===== config.mk =====
export PLATFORM = sky130hd
export DESIGN_NAME = stack_flow_unit
export DESIGN_NICKNAME = d
export VERILOG_FILES = /design/src/rtl/sfu_pkg.sv /design/src/rtl/sfu_decode.sv /design/src/rtl/sfu_pc_ctrl.sv /design/src/rtl/sfu_stack_ctrl.sv /design/src/rtl/stack_flow_unit.sv
export SDC_FILE = /design/constraint.sdc
export NUM_CORES = 1
export LEC_CHECK = 0
export ABC_AREA = 1
export ABC_CLOCK_PERIOD_IN_PS = 5300
export CORE_UTILIZATION = 46
export CTS_CLUSTER_DIAMETER = 80
export DETAILED_ROUTE_END_ITERATION = 10
export DONT_BUFFER_PORTS = 1
export PLACE_DENSITY = 0.73
export SKIP_LAST_GASP = 1
export SLEW_MARGIN = 15
export SYNTH_ARGS = -nofsm -noshare
export SYNTH_HDL_FRONTEND = slang
export SYNTH_HIERARCHICAL = 1
export SYNTH_SLANG_ARGS = --single-unit
export TNS_END_PERCENT = 50

===== constraint.sdc =====
create_clock -name clk -period 5.3 [get_ports clk]
set_input_delay 0.795 -clock clk [delete_from_list [all_inputs] [get_ports clk]]
set_output_delay 0.795 -clock clk [all_outputs]
set_load 0.01 [all_outputs]

===== src/rtl/sfu_pkg.sv =====
// Package: shared widths and the operation type for the stack/flow unit.
// Assumes a 16-bit word with an 8-bit group code and a 4-bit register field.
package sfu_pkg;
    localparam int WORD_W = 16;
    localparam int IDX_W  = 4;

    typedef enum logic [2:0] {
        OP_NONE,
        OP_PUSH,
        OP_POP,
        OP_RETI,
        OP_FSR,
        OP_JMP,
        OP_CALL,
        OP_RET
    } sfu_op_e;
endpackage


===== src/rtl/sfu_decode.sv =====
// Module: sfu_decode
// Maps one instruction word to a flow/stack operation. Words outside the
// group, and group encodings that are not listed, map to OP_NONE.
// Assumes the group code occupies the upper byte and the sub-code bits 7:4.
module sfu_decode
    import sfu_pkg::*;
#(
    parameter int          W          = 16,
    parameter logic [7:0]  GROUP_CODE = 8'h0F
) (
    input  logic [W-1:0] instr,
    output sfu_op_e      op
);
    localparam int SUB_LO = 4;

    logic       in_group;
    logic [3:0] sub;
    logic [3:0] ridx;

    assign in_group = (instr[W-1:W-8] == GROUP_CODE);
    assign sub      = instr[SUB_LO+3:SUB_LO];
    assign ridx     = instr[3:0];

    // Purpose: select the operation from the sub-code and exact-word matches.
    always_comb begin
        op = OP_NONE;
        if (in_group) begin
            unique case (sub)
                4'h0:    op = OP_PUSH;
                4'h1:    op = OP_POP;
                4'hB:    op = (ridx == 4'hF) ? OP_RETI : OP_NONE;
                4'hC:    op = OP_FSR;
                4'hD:    op = OP_JMP;
                4'hE:    op = OP_CALL;
                4'hF:    op = (ridx == 4'hF) ? OP_RET : OP_NONE;
                default: op = OP_NONE;
            endcase
        end
    end
endmodule


===== src/rtl/sfu_pc_ctrl.sv =====
// Module: sfu_pc_ctrl
// Owns the program counter and the interrupt-return register. It picks the
// next pc from the register operand, r15, the interrupt-return register or
// pc+1. Assumes the caller gates all updates with 'advance'; the
// interrupt-return register loads independently of stall.
module sfu_pc_ctrl
    import sfu_pkg::*;
#(
    parameter int          W        = 16,
    parameter logic [W-1:0] RESET_PC = '0
) (
    input  logic         clk,
    input  logic         rst_n,
    input  logic         advance,
    input  sfu_op_e      op,
    input  logic [W-1:0] reg_val,
    input  logic [W-1:0] r15_val,
    input  logic         iret_load,
    input  logic [W-1:0] iret_addr,
    output logic [W-1:0] pc,
    output logic [W-1:0] pc_inc
);
    logic [W-1:0] iret_q;
    logic [W-1:0] pc_next;

    assign pc_inc = pc + W'(1);

    // Purpose: choose the next program counter for the decoded operation.
    always_comb begin
        unique case (op)
            OP_JMP,
            OP_CALL: pc_next = reg_val;
            OP_RET:  pc_next = r15_val;
            OP_RETI: pc_next = iret_q;
            default: pc_next = pc_inc;
        endcase
    end

    // Purpose: program counter register, held while stalled.
    always_ff @(posedge clk) begin
        if (!rst_n)       pc <= RESET_PC;
        else if (advance) pc <= pc_next;
    end

    // Purpose: interrupt-return register, loaded by the interrupt-entry logic.
    always_ff @(posedge clk) begin
        if (!rst_n)         iret_q <= '0;
        else if (iret_load) iret_q <= iret_addr;
    end
endmodule


===== src/rtl/sfu_stack_ctrl.sv =====
// Module: sfu_stack_ctrl
// Owns the stack pointer. A push writes at sp, then increments it. A pop
// reads at sp-1, then leaves sp there. Arithmetic wraps modulo 2^W.
// Assumes stack memory reads combinationally at the presented address.
module sfu_stack_ctrl
    import sfu_pkg::*;
#(
    parameter int W = 16
) (
    input  logic         clk,
    input  logic         rst_n,
    input  logic         advance,
    input  sfu_op_e      op,
    output logic [W-1:0] sp,
    output logic [W-1:0] addr,
    output logic         we
);
    logic [W-1:0] sp_up;
    logic [W-1:0] sp_dn;

    assign sp_up = sp + W'(1);
    assign sp_dn = sp - W'(1);

    // Purpose: drive the stack address and write strobe for this cycle.
    always_comb begin
        addr = (op == OP_POP) ? sp_dn : sp;
        we   = advance && (op == OP_PUSH);
    end

    // Purpose: stack pointer register with wrap-around update.
    always_ff @(posedge clk) begin
        if (!rst_n) begin
            sp <= '0;
        end else if (advance) begin
            if (op == OP_PUSH)     sp <= sp_up;
            else if (op == OP_POP) sp <= sp_dn;
        end
    end
endmodule


===== src/rtl/stack_flow_unit.sv =====
// Module: stack_flow_unit (top)
// Executes the stack and control-transfer instruction group. It drives the
// next pc, the stack memory port and the register writeback request.
// Assumes reg_val holds the register named by instr[3:0] in the same cycle,
// and that the register file, stack memory and status register are external.
module stack_flow_unit
    import sfu_pkg::*;
#(
    parameter int            W          = 16,
    parameter int            IW         = 4,
    parameter logic [7:0]    GROUP_CODE = 8'h0F,
    parameter logic [IW-1:0] LINK_REG   = 4'hF,
    parameter logic [W-1:0]  RESET_PC   = '0
) (
    input  logic          clk,
    input  logic          rst_n,
    input  logic          stall,
    input  logic [W-1:0]  instr,
    input  logic [W-1:0]  reg_val,
    input  logic [W-1:0]  r15_val,
    input  logic [W-1:0]  status_in,
    input  logic [W-1:0]  stack_rdata,
    input  logic          iret_load,
    input  logic [W-1:0]  iret_addr,
    output logic [W-1:0]  pc,
    output logic [W-1:0]  sp,
    output logic [W-1:0]  stack_addr,
    output logic          stack_we,
    output logic [W-1:0]  stack_wdata,
    output logic          wb_en,
    output logic [IW-1:0] wb_idx,
    output logic [W-1:0]  wb_data,
    output logic          zero_we,
    output logic          zero_val
);
    sfu_op_e      op;
    logic         advance;
    logic [W-1:0] pc_inc;

    assign advance = !stall;

    sfu_decode #(.W(W), .GROUP_CODE(GROUP_CODE)) u_decode (
        .instr (instr),
        .op    (op)
    );

    sfu_pc_ctrl #(.W(W), .RESET_PC(RESET_PC)) u_pc (
        .clk       (clk),
        .rst_n     (rst_n),
        .advance   (advance),
        .op        (op),
        .reg_val   (reg_val),
        .r15_val   (r15_val),
        .iret_load (iret_load),
        .iret_addr (iret_addr),
        .pc        (pc),
        .pc_inc    (pc_inc)
    );

    sfu_stack_ctrl #(.W(W)) u_stack (
        .clk     (clk),
        .rst_n   (rst_n),
        .advance (advance),
        .op      (op),
        .sp      (sp),
        .addr    (stack_addr),
        .we      (stack_we)
    );

    assign stack_wdata = reg_val;

    // Purpose: form the register writeback and zero-flag update requests.
    always_comb begin
        wb_en    = 1'b0;
        wb_idx   = instr[IW-1:0];
        wb_data  = '0;
        zero_we  = 1'b0;
        zero_val = 1'b0;
        if (advance) begin
            unique case (op)
                OP_POP: begin
                    wb_en    = 1'b1;
                    wb_data  = stack_rdata;
                    zero_we  = 1'b1;
                    zero_val = (stack_rdata == '0);
                end
                OP_FSR: begin
                    wb_en   = 1'b1;
                    wb_data = status_in;
                end
                OP_CALL: begin
                    wb_en   = 1'b1;
                    wb_idx  = LINK_REG;
                    wb_data = pc_inc;
                end
                default: ;
            endcase
        end
    end
endmodule


# Word-level counts from Yosys, hierarchy flattened
# Index checks and enable logic that the tools add are counted.
[word_totals] regBits=48 latchBits=0 ramBits=0 rom_bits=0 inputBits=100 out_inout_bits=88 wordCells=44 mem_count=0
[classes] addsub=3 n_mul=0 n_div=0 order_cmp=0 n_eq_ne=15 n_shift=0 mux=17 n_bitwise=0 n_reduce_logical=6
[ops] op="$pmux 16 s3" count=2
[ops] op="$mux 16" count=3
[ops] op="$add 16x1->16 const B" count=2
[ops] op="$eq 4x4->1 const B" count=6
[ops] op="$pmux 3 s7" count=1
[ops] op="$logic_not 16->1" count=1
[ops] op="$sub 16x1->16 const B" count=1
[ops] op="$eq 3x3->1 const B" count=4
[ops] op="$eq 8x4->1 const B" count=1
[ops] op="$mux 4" count=2
[ops] op="$eq 3x2->1 const B" count=2
[ops] op="$mux 1" count=6
[ops] op="$mux 3" count=2
[ops] op="$eq 4x1->1 const B" count=1
[ops] op="$logic_not 4->1" count=1
[ops] op="$eq 3x1->1 const B" count=1
[ops] op="$reduce_or 3->1" count=1
[ops] op="$mux 2" count=1
[ops] op="$reduce_or 2->1" count=1
[ops] op="$logic_and 1x1->1" count=1
[ops] op="$logic_not 1->1" count=1

# Depth between registers and ports, before layout
# Gate-level depths: netlist of run 1.
[logic_depth] word_depth=8 depth_mapped=18 depth_no_buf=17

# By module
# Netlist of run 1, hierarchy kept.
[by_module_without_submodules] mod="sfu_pc_ctrl" instances=1 cells_per_inst=317 area_each_um2=1963.1 seq_area_each_um2=640.6
[by_module_without_submodules] mod="sfu_stack_ctrl" instances=1 cells_per_inst=250 area_each_um2=1515.2 seq_area_each_um2=320.3
[by_module_without_submodules] mod="stack_flow_unit" instances=1 cells_per_inst=171 area_each_um2=802.0 seq_area_each_um2=0.0
[by_module_without_submodules] mod="sfu_decode" instances=1 cells_per_inst=43 area_each_um2=186.4 seq_area_each_um2=0.0

# Least setup slack after synthesis of run 1
# No wires, ideal clock.
[synth_timing] kind="in2out" from="input instr[4]" to="output wb_data[10]" arrival_time_ns=2.489 t_required_ns=4.505 setup_slack_ns=2.016 cell_stages=12 n_path_buf=2 path_cell_list="inv_1 nor2_1 a21oi_1 nand2_1 nand2_1 nor2_1 buf_4 nand3b_4 buf_2 nor2_1 nor2_1 nor2_1"
[synth_via] elab_chain_len=6 elab_cells_between_ends=14 classes_between="eq/ne: 9; mux: 4; reduce/logical: 1"
[synth_lines] element="start, declared" line="stack_flow_unit.sv:18" text="input logic [W-1:0] instr,"
[synth_lines] element="$eq 4x4->1, or another cell as far along" line="sfu_decode.sv:28" text="unique case (sub)"
[synth_lines] element="$pmux 3 s7 *" line="sfu_decode.sv:28"
[synth_lines] element="$mux 3 *" line="sfu_decode.sv:27" text="if (in_group) begin"
[synth_lines] element="via op[1]" line="stack_flow_unit.sv:36" text="sfu_op_e op;"
[synth_lines] element="$eq 3x3->1 / $eq 3x2->1 (equally long branches)" line="stack_flow_unit.sv:80" text="unique case (op)"
[synth_lines] element="$pmux 16 s3 *" line="stack_flow_unit.sv:80"
[synth_lines] element="$mux 16 *" line="stack_flow_unit.sv:79" text="if (advance) begin"
[synth_lines] element="end, declared" line="stack_flow_unit.sv:32" text="output logic [W-1:0] wb_data,"
# Mark *: on every way through the listed nets, which the timed path passes. The rest lies on a longest branch.

# Final worst setup path of run 1
[layout_timing] from="input instr[4]" to="output stack_we"
[layout_via] elab_chain_len=5 elab_cells_between_ends=11 classes_between="eq/ne: 7; mux: 2; reduce/logical: 2"
[layout_lines] element="$eq 4x4->1, or another cell as far along" line="sfu_decode.sv:28"
[layout_lines] element="$pmux 3 s7 *" line="sfu_decode.sv:28"
[layout_lines] element="$mux 3 *" line="sfu_decode.sv:27"
[layout_lines] element="via op[0]" line="stack_flow_unit.sv:36"
[layout_lines] element="$eq 3x1->1 *" line="sfu_stack_ctrl.sv:27" text="we = advance && (op == OP_PUSH);"
[layout_lines] element="$logic_and 1x1->1 *" line="sfu_stack_ctrl.sv:27"
[layout_lines] element="end, declared" line="stack_flow_unit.sv:28" text="output logic stack_we,"
# Marks and branches as above.

==> impl_metrics.py, run 1 <==
metrics = {
    "detailed_routing": {
        "drt_iter0_markers": 278,
        "vias": 4878,
        "vias_per_cell": 5.58,
        "postRouteAntennaNets": 0,
        "drt_first_pass_iters": 5,
        "route.detailed.drc": 0,
        "totalWireLength_mm": 14.1,
        "wl_per_cell_um": 16.1,
    },
    "logic_synthesis": {
        "synth.avg_cell_area_um2": 5.72,
        "synth_edf_count": 0,
        "synth_area_mm2": 0.00447,
        "synth_ff_type": "dfxtp_1",
        "synth_fp_nets": 884,
        "synth_area_leader_cell": "dfxtp_1",
        "synth_seq_cells": 48,
        "async_flop_share_pct": 0,
        "netlist_top_cells_area": "dfxtp_1 22%, nand2_1 15%, nor2_1 12%",
        "ys_warn_count": 6,
        "ys_types": 37,
        "ys_seq_area_share_pct": 21.5,
        "synth_cells": 781,
        "synth_top_area_share_pct": 21.5,
    },
    "clock_network": {
        "cts_tree": "done",
        "clock-sinks": 48,
        "cts.clk_slew.worst_paths_ns": 0.10,
        "holdBufCountCts": 0,
        "cts_buffers": 5,
        "root_buffer": "clkbuf_8",
        "h-tree-depth": 2,
        "cts_resized": 0,
        "cts_buffer_depth": 2,
        "worstSkewPairLatency_ns": 0.31,
        "postCtsSetupBuffers": 0,
    },
    "floorplan": {
        "die_w_um": 101,
        "start_util_pct": 47.9,
        "num_rows": 35,
        "placeableCoreArea_mm2": 0.00933,
        "pin_count": 188,
        "dieHeight_um": 101,
        "dieArea_mm2": 0.0101,
    },
    "cells_and_area": {
        "antennaDiodeCount": 0,
        "mostFrequentLayoutCells": "173 x nand2_1, 146 x nor2_1, 89 x inv_1",
        "final_common_cell": "nand2_1",
        "drive_above_1_share_pct": 6.58,
        "final_nets": 847,
        "area_delta_synth_final_pct": 0.168,
    },
    "job": {
        "maxCapViolCount": 0,
    },
    "sta": {
        "worst_pin_slew_ns": 0.772,
        "fmax_ghz": 0.235,
        "setup_viol": 0,
        "fin_crit_ns": 4.26,
        "clock_skew_ns": 0.00654,
        "hold_viol": 0,
        "rsz0062_at_grt": "no",
        "setup_tns_ns": 0,
        "period_share_pct": 80.4,
        "report.final.slew_viol_count": 0,
        "maxSlewHeadroom_pct": 48.2,
    },
    "setup_path": {
        "cp.required_ns": 4.51,
        "path_max_fanout": 15,
        "endpoint_kind": "output port",
        "arrival_ns": 3.46,
        "cp-endpoint": "stack_we",
        "critPathKind": "input pin to output port",
        "cp-startpoint": "instr[4]",
        "r2r_end": "u_pc/pc[8]$_SDFFE_PN0P_",
        "worst-r2r-setup-slack_ns": 3.42,
        "critPathLaunchType": "input pin",
        "timing.rr.start": "u_pc/pc[0]$_SDFFE_PN0P_",
        "reg2reg_depth": 10,
    },
    "power": {
        "cellPowerDensity_mw_per_mm2": 180,
        "vdd_drop_max_uv": 182,
        "total_power_mw": 0.805,
        "leakagePower_nw": 2.00,
    },
    "global_routing": {
        "grt.overflow.total": 0,
        "grt_start_max_net_pins": 43,
        "antenna_found_initial": 0,
        "grt_pass1_vias": 4449,
        "grt_pass1_wl_mm": 22.0,
        "grt.total_usage_pct": 27.3,
    },
    "place": {
        "dp_hpwl_mm": 11.0,
        "portBuffers": 0,
        "gp_congestion": 0.922,
    },
    "run_status": {
        "outcome": "finished clean",
    },
    "min_path": {
        "min-delay-path-class": "flip-flop to flip-flop",
    },
}
==> synthesized netlist by cell type (2+ instances only) <==
master	instances
nand2_1	173
nor2_1	147
inv_1	89
nand3_1	79
dfxtp_1	48
a21oi_1	42
o21ai_0	42
nand4_1	31
buf_4	19
xor2_1	15
buf_2	14
clkbuf_1	10
inv_2	8
nor2_2	8
a31oi_1	7
nand2_2	6
nor2_4	6
a22oi_1	5
buf_6	4
o211ai_1	4
ha_1	3
o21ai_1	3
clkinv_1	2
nand3_2	2
xnor2_1	2
==> where the power goes <==
group          switching [mW]  leakage (nW)  internal (mW)  total, mW
logic                  0.0761          1.55         0.0353      0.111
clock network           0.144        0.0583          0.143      0.286
registers              0.0283         0.395          0.379      0.407
total                   0.248          2.00          0.557      0.805
==> cells by family after synthesis <==
family	Yosys count	synth area share, %
compound gates	106	12.8
xor+xnor	18	3.70
flops	48	21.5
buf+inv	146	14.9
fa+ha+maj	3	0.840
simple gates	460	46.2
==> area by class of cell <==
class                   count  area, um2
flip-flops and latches     48        961
well taps                 129        161
clock buffers               5       68.8
clock inverters             3       47.5
inverters                  99        372
multi-input cells         587       2840
repair buffers              3       22.5
fillers                  1028       4850
==> worst min path at each step <==
stage	start	to	slack [ns]	cells past startpoint
2_1_floorplan	u_pc/iret_q[3]$_SDFFE_PN0P_	u_pc/iret_q[3]$_SDFFE_PN0P_	0.43	2
3_3_place_gp	u_pc/iret_q[3]$_SDFFE_PN0P_	u_pc/iret_q[3]$_SDFFE_PN0P_	0.43	2
3_5_place_dp	u_pc/iret_q[4]$_SDFFE_PN0P_	u_pc/iret_q[4]$_SDFFE_PN0P_	0.45	2
4_1_cts	u_pc/iret_q[4]$_SDFFE_PN0P_	u_pc/iret_q[4]$_SDFFE_PN0P_	0.46	2
5_1_grt	u_pc/iret_q[3]$_SDFFE_PN0P_	u_pc/iret_q[3]$_SDFFE_PN0P_	0.49	2
6_report	u_pc/iret_q[4]$_SDFFE_PN0P_	u_pc/iret_q[4]$_SDFFE_PN0P_	0.46	2
==> routing by layer <==
metal / vias up / GRT usage [%] / routed length, um
met3: 30 / 5.41 / 1090
met2: 241 / 46.6 / 6230
met5: - / 0 / 0
met4: 0 / 9.92 / 437
li1: 2427 / - / -
met1: 2180 / 34.2 / 6310
==> flip-flops by register name, indices dropped and copies added (netlist names) <==
signal / count
u_pc/iret_q: 16
u_stack/sp: 16
u_pc/pc: 16
==> critical path, stage by stage <==
cell and delay (ns):
inv_1 0.08, nand2_1 0.07, nor2_1 0.16, nor2_1 0.07, nand2_1 0.07, nand2_1 0.08, nor2_1 0.47, inv_1 0.20
nor3_2 0.63, inv_1 0.44, nor2_1 0.39
==> stage by stage <==
step / instance area, um2 / instances / worst slack [ns] / hold WS, ns / util, %
2_1_floorplan: 4470 / 781 / 2.02 / 0.428 / -
3_3_place_gp: 4360 / 866 / 1.36 / 0.435 / 46.7
3_5_place_dp: 4360 / 866 / 1.12 / 0.447 / 46.7
4_1_cts: 4470 / 874 / 1.11 / 0.463 / 48.0
5_1_grt: 4470 / 874 / 0.797 / 0.487 / 48.0
6_report: 4470 / 874 / 1.04 / 0.462 / 48.0
No activity file was read; power rests on OpenSTA's default activity.
==> inputs of run 2 (changes only) <==
ABC_AREA = 0   (was 1)
ABC_CLOCK_PERIOD_IN_PS = 4019   (was 5300)
clock period = 4.02 ns   (was 5.3 ns; I/O delays follow)
==> impl_metrics.py, run 2 <==
metrics = {
    "power": {
        "vdd_drop_max_uv": 130,
        "leakagePower_nw": 1.48,
        "cellPowerDensity_mw_per_mm2": 214,
    },
    "clock_network": {
        "h-tree-depth": 2,
        "cts_resized": 0,
        "holdBufCountCts": 0,
        "cts_buffers": 5,
        "root_buffer": "clkbuf_8",
        "postCtsSetupBuffers": 0,
        "cts_buffer_depth": 2,
        "clock-sinks": 48,
        "worstSkewPairLatency_ns": 0.30,
        "cts.clk_slew.worst_paths_ns": 0.09,
        "cts_tree": "done",
    },
    "floorplan": {
        "start_util_pct": 47.3,
        "die_w_um": 96.5,
        "dieHeight_um": 96.5,
        "dieArea_mm2": 0.00931,
        "placeableCoreArea_mm2": 0.00868,
        "pin_count": 188,
        "num_rows": 34,
    },
    "place": {
        "gp_congestion": 0.912,
        "dp_hpwl_mm": 8.91,
        "place_inst": 588,
        "portBuffers": 0,
    },
    "logic_synthesis": {
        "ys_warn_count": 6,
        "synth.avg_cell_area_um2": 7.93,
        "synth_seq_cells": 48,
        "synth_area_mm2": 0.00411,
        "ys_types": 69,
        "synth_most_common_cell": "nor2_1",
        "synth_cells": 518,
        "synth_edf_count": 0,
        "synth_area_leader_cell": "dfxtp_1",
        "synth_fp_nets": 621,
        "synthTopCellsByCount": "61 x nor2_1, 48 x dfxtp_1, 42 x nand2_1",
        "async_flop_share_pct": 0,
        "netlist_top_cells_area": "dfxtp_1 23%, nor2_1 5.6%, mux2i_1 5.1%",
        "synth_top_area_share_pct": 23.4,
        "synth_ff_type": "dfxtp_1",
        "ys_seq_area_share_pct": 23.4,
    },
    "sta": {
        "setup_tns_ns": 0,
        "fmax_ghz": 0.273,
        "period_share_pct": 91.0,
        "maxSlewHeadroom_pct": 22.6,
        "report.final.slew_viol_count": 0,
        "setup_viol": 0,
        "fin_crit_ns": 3.66,
        "clock_skew_ns": 0.00506,
        "hold_viol": 0,
        "worst_pin_slew_ns": 1.16,
        "rsz0062_at_grt": "no",
    },
    "cells_and_area": {
        "reg_top3": "u_pc/iret_q (16), u_pc/pc (16), u_stack/sp (16)",
        "fillers": 869,
        "drive_above_1_share_pct": 14.0,
        "area_delta_synth_final_pct": 0.762,
        "multi_input_area_mm2": 0.00280,
        "seq_area_um2": 961,
        "instances_no_fill": 595,
        "mostFrequentLayoutCells": "61 x nor2_1, 48 x dfxtp_1, 42 x nand2_1",
        "final_nets": 590,
        "final_common_cell": "nor2_1",
        "antennaDiodeCount": 0,
    },
    "setup_path": {
        "critPathKind": "input pin to output port",
        "cp.required_ns": 3.42,
        "cp-startpoint": "instr[15]",
        "arrival_ns": 3.06,
        "endpoint_kind": "output port",
        "timing.rr.start": "u_stack/sp[1]$_SDFFE_PN0P_",
        "critPathLaunchType": "input pin",
        "path_max_fanout": 16,
    },
    "global_routing": {
        "grt.overflow.total": 0,
        "grt_start_max_net_pins": 33,
        "grt_pass1_wl_mm": 16.9,
        "grt_pass1_vias": 3418,
        "grt.total_usage_pct": 23.6,
        "antenna_found_initial": 0,
    },
    "detailed_routing": {
        "wl_met1_mm": 4.59,
        "dr_wl_met3_um": 850,
        "totalWireLength_mm": 11.5,
        "drt_first_pass_iters": 5,
        "vias": 3806,
        "wl_per_cell_um": 19.3,
        "drt_iter0_markers": 198,
        "wl_met2_mm": 5.88,
        "postRouteAntennaNets": 0,
        "route.detailed.drc": 0,
        "dr.max_layer_used": "met4",
        "vias_per_cell": 6.40,
    },
    "min_path": {
        "min-delay-path-class": "input pin to flip-flop",
        "min_from": "rst_n",
    },
    "run_status": {
        "outcome": "finished clean",
    },
    "job": {
        "maxCapViolCount": 0,
    },
}
-- run 2: logic make-up (layout without fill, tap and decap cells) --
family,after synthesis,count (layout),share of synthesized area [%]
buffers and inverters,66,35,9.32
DFF,48,48,23.4
adders and majority gates,3,3,0.914
muxes,40,40,10.4
and+or+nand+nor,204,204,26.8
AOI/OAI and AO/OA,117,117,20.7
xor gates and xnor gates,40,40,8.53
-- run 2: path summary, 6_finish.rpt --
kind	cells after the start	to	slack, ns
worst max-delay path	6	wb_data[8]	0.36
worst min-delay path	1	u_stack/sp[9]$_SDFFE_PN0P_	0.42
worst max register to register	6	u_stack/sp[14]$_SDFFE_PN0P_	1.54
worst min register to register	2	u_pc/iret_q[15]$_SDFFE_PN0P_	0.50
-- run 2: cell type report --
type	instances	share of cell area, %
clock buffers	6	2.00
clock inverters	1	0.212
inverters	15	1.36
multi-input cells	404	67.6
flip-flops and latches	48	23.2
well taps	108	3.27
repair buffers	13	2.36
-- run 2: worst max-delay path, stage by stage --
cell      delay, ns
nor4bb_1       0.24
nand4_1        0.32
nor3_2         0.45
nor2b_1        0.96
a22oi_1        0.22
nor2_1         0.25
-- run 2: metal layers --
layer	GRT usage (%)	vias to the layer above
li1	-	1816
met5	0	-
met3	4.93	16
met4	5.15	0
met1	28.4	1815
met2	42.7	159
-- run 2: stage by stage --
stage	cell area (um2)	utilization (%)	setup slack, ns	total power [mW]	hold WS, ns
3_3_place_gp	4050	46.6	0.514	0.592	0.477
3_5_place_dp	4050	46.6	0.350	0.594	0.488
5_1_grt	4140	47.7	0.109	0.933	0.393
2_1_floorplan	4110	-	0.212	0.598	0.455
4_1_cts	4140	47.7	0.354	0.902	0.407
6_report	4140	47.7	0.361	0.884	0.420
-- run 2: report_power, final --
group          internal [mW]  switching [mW]
Sequential             0.488          0.0148
Combinational         0.0370          0.0423
Clock                  0.138           0.164
==> inputs of run 3 (changes only) <==
PLACE_DENSITY = unset   (was 0.73)
RECOVER_POWER = 50   (was unset)
==> impl_metrics.py, run 3 (same netlist as run 2, synthesis figures left out) <==
metrics = {
    "setup_path": {
        "cpLargestDelayFamily": "simple AND/OR/NAND/NOR gates",
        "endpoint_kind": "output port",
        "cp.required_ns": 3.42,
        "arrival_ns": 2.89,
        "crit_path_cell_trace": "nor4bb_1 -> nand4_1 -> a311oi_1 -> nand4bb_1 -> or4bb_1 -> nor2_1 -> xor2_1 -> buf_4",
        "worst-r2r-setup-slack_ns": 1.52,
        "timing.rr.start": "u_stack/sp[1]$_SDFFE_PN0P_",
        "path_buf_inv": 1,
        "reg2reg_depth": 6,
        "critPathLaunchType": "input pin",
        "critPathKind": "input pin to output port",
        "crit_slowest_cell": "a311oi_1",
        "path_max_fanout": 8,
        "cp_slowest_stage_delay_ns": 0.81,
        "r2r_end": "u_stack/sp[14]$_SDFFE_PN0P_",
    },
    "min_path": {
        "worst_hold_path.num_cells": 1,
        "min_from": "rst_n",
        "min_to": "u_stack/sp[9]$_SDFFE_PN0P_",
        "min-delay-path-class": "input pin to flip-flop",
    },
    "sta": {
        "maxSlewHeadroom_pct": 40.1,
        "hold_viol": 0,
        "clock_skew_ns": 0.0118,
        "setup_tns_ns": 0,
        "period_share_pct": 87.0,
        "rsz0062_at_grt": "no",
        "report.final.slew_viol_count": 0,
        "setup_viol": 0,
        "fmax_ghz": 0.286,
        "worst_pin_slew_ns": 0.893,
        "fin_crit_ns": 3.50,
        "holdWs_ns": 0.422,
    },
    "global_routing": {
        "grt_pass1_vias": 3274,
        "grt_pass1_wl_mm": 17.2,
        "antenna_found_initial": 0,
        "grt.overflow.total": 0,
        "grt_start_max_net_pins": 33,
        "grt.total_usage_pct": 24.2,
    },
    "run_status": {
        "outcome": "finished clean",
    },
    "detailed_routing": {
        "vias": 3720,
        "drt_iter0_markers": 197,
        "drt_first_pass_iters": 5,
        "wl_per_cell_um": 19.1,
        "route.detailed.drc": 0,
        "vias_per_cell": 6.21,
        "postRouteAntennaNets": 0,
        "totalWireLength_mm": 11.5,
    },
    "clock_network": {
        "clock-sinks": 48,
        "holdBufCountCts": 0,
        "cts_buffer_depth": 2,
        "cts_tree": "done",
        "cts_buffers": 5,
        "cts.clk_slew.worst_paths_ns": 0.08,
        "postCtsSetupBuffers": 0,
        "cts_resized": 0,
        "root_buffer": "clkbuf_8",
        "worstSkewPairLatency_ns": 0.30,
        "h-tree-depth": 2,
    },
    "cells_and_area": {
        "mostFrequentLayoutCells": "61 x nor2_1, 48 x dfxtp_1, 42 x nand2_1",
        "final_nets": 594,
        "antennaDiodeCount": 0,
        "area_delta_synth_final_pct": 0.731,
        "drive_above_1_share_pct": 14.3,
        "reg_top3": "u_pc/iret_q (16), u_pc/pc (16), u_stack/sp (16)",
        "final_common_cell": "nor2_1",
    },
    "floorplan": {
        "num_rows": 34,
        "die_w_um": 96.5,
        "dieHeight_um": 96.5,
        "start_util_pct": 47.3,
        "pin_count": 188,
        "placeableCoreArea_mm2": 0.00868,
        "dieArea_mm2": 0.00931,
    },
    "job": {
        "maxCapViolCount": 0,
    },
    "place": {
        "dp_hpwl_mm": 8.82,
        "gp_congestion": 0.876,
        "portBuffers": 0,
    },
    "power": {
        "leakagePower_nw": 1.49,
        "cellPowerDensity_mw_per_mm2": 209,
        "vdd_drop_max_uv": 111,
    },
}
==> run 3: metal layers <==
layer	global-route usage [%]	vias up	routed length, um
li1	-	1817	-
met1	31.2	1748	4750
met2	41.4	145	5720
met3	6.81	10	921
met4	2.57	0	68
met5	0	-	0
==> run 3: per-stage QoR <==
step / power, mW / cells / cell area, um2 / util [%] / worst slack (ns)
after floorplan: 0.598 / 518 / 4110 / - / 0.212
after global placement: 0.592 / 592 / 4080 / 47.0 / 0.490
after detailed placement: 0.594 / 592 / 4080 / 47.0 / 0.468
after CTS: 0.874 / 599 / 4150 / 47.9 / 0.455
after global routing: 0.905 / 599 / 4140 / 47.7 / 0.257
final: 0.863 / 599 / 4140 / 47.7 / 0.523
==> run 3: power by group <==
part | internal (mW) | switching, mW | total (mW) | leakage [nW]
logic | 0.0369 | 0.0414 | 0.0783 | 1.06
clock network | 0.119 | 0.163 | 0.282 | 0.0410
registers | 0.488 | 0.0150 | 0.503 | 0.391
total | 0.644 | 0.219 | 0.863 | 1.49
==> run 3: cell type report <==
cell class / instances / area, um2
multi-input combinational: 404 / 2780
clock inverter: 1 / 5.00
fill: 899 / 4540
inverter: 15 / 56.3
tap: 108 / 135
sequential: 48 / 961
timing repair buffer: 17 / 128
clock buffer: 6 / 72.6
==> run 3: worst reg2reg max path: cells and delay by family, from the launching register on <==
kind,cells,cell delay [ns]
flip-flops,1,0.57
XOR/XNOR,1,0.16
AO/OA/AOI/OAI,1,0.18
AND/OR/NAND/NOR,3,1.25
adder cells (fa/ha/maj),1,0.21
==> run 3: how the worst max path moves through the flow <==
stage / cells past startpoint / startpoint / slack (ns) / end
3_5_place_dp: 9 / instr[15] / 0.47 / stack_addr[15]
3_3_place_gp: 7 / instr[15] / 0.49 / stack_addr[10]
2_1_floorplan: 8 / instr[15] / 0.21 / stack_addr[10]
4_1_cts: 9 / instr[15] / 0.45 / stack_addr[15]
5_1_grt: 8 / instr[15] / 0.26 / stack_addr[12]
6_report: 8 / instr[15] / 0.52 / stack_addr[12]
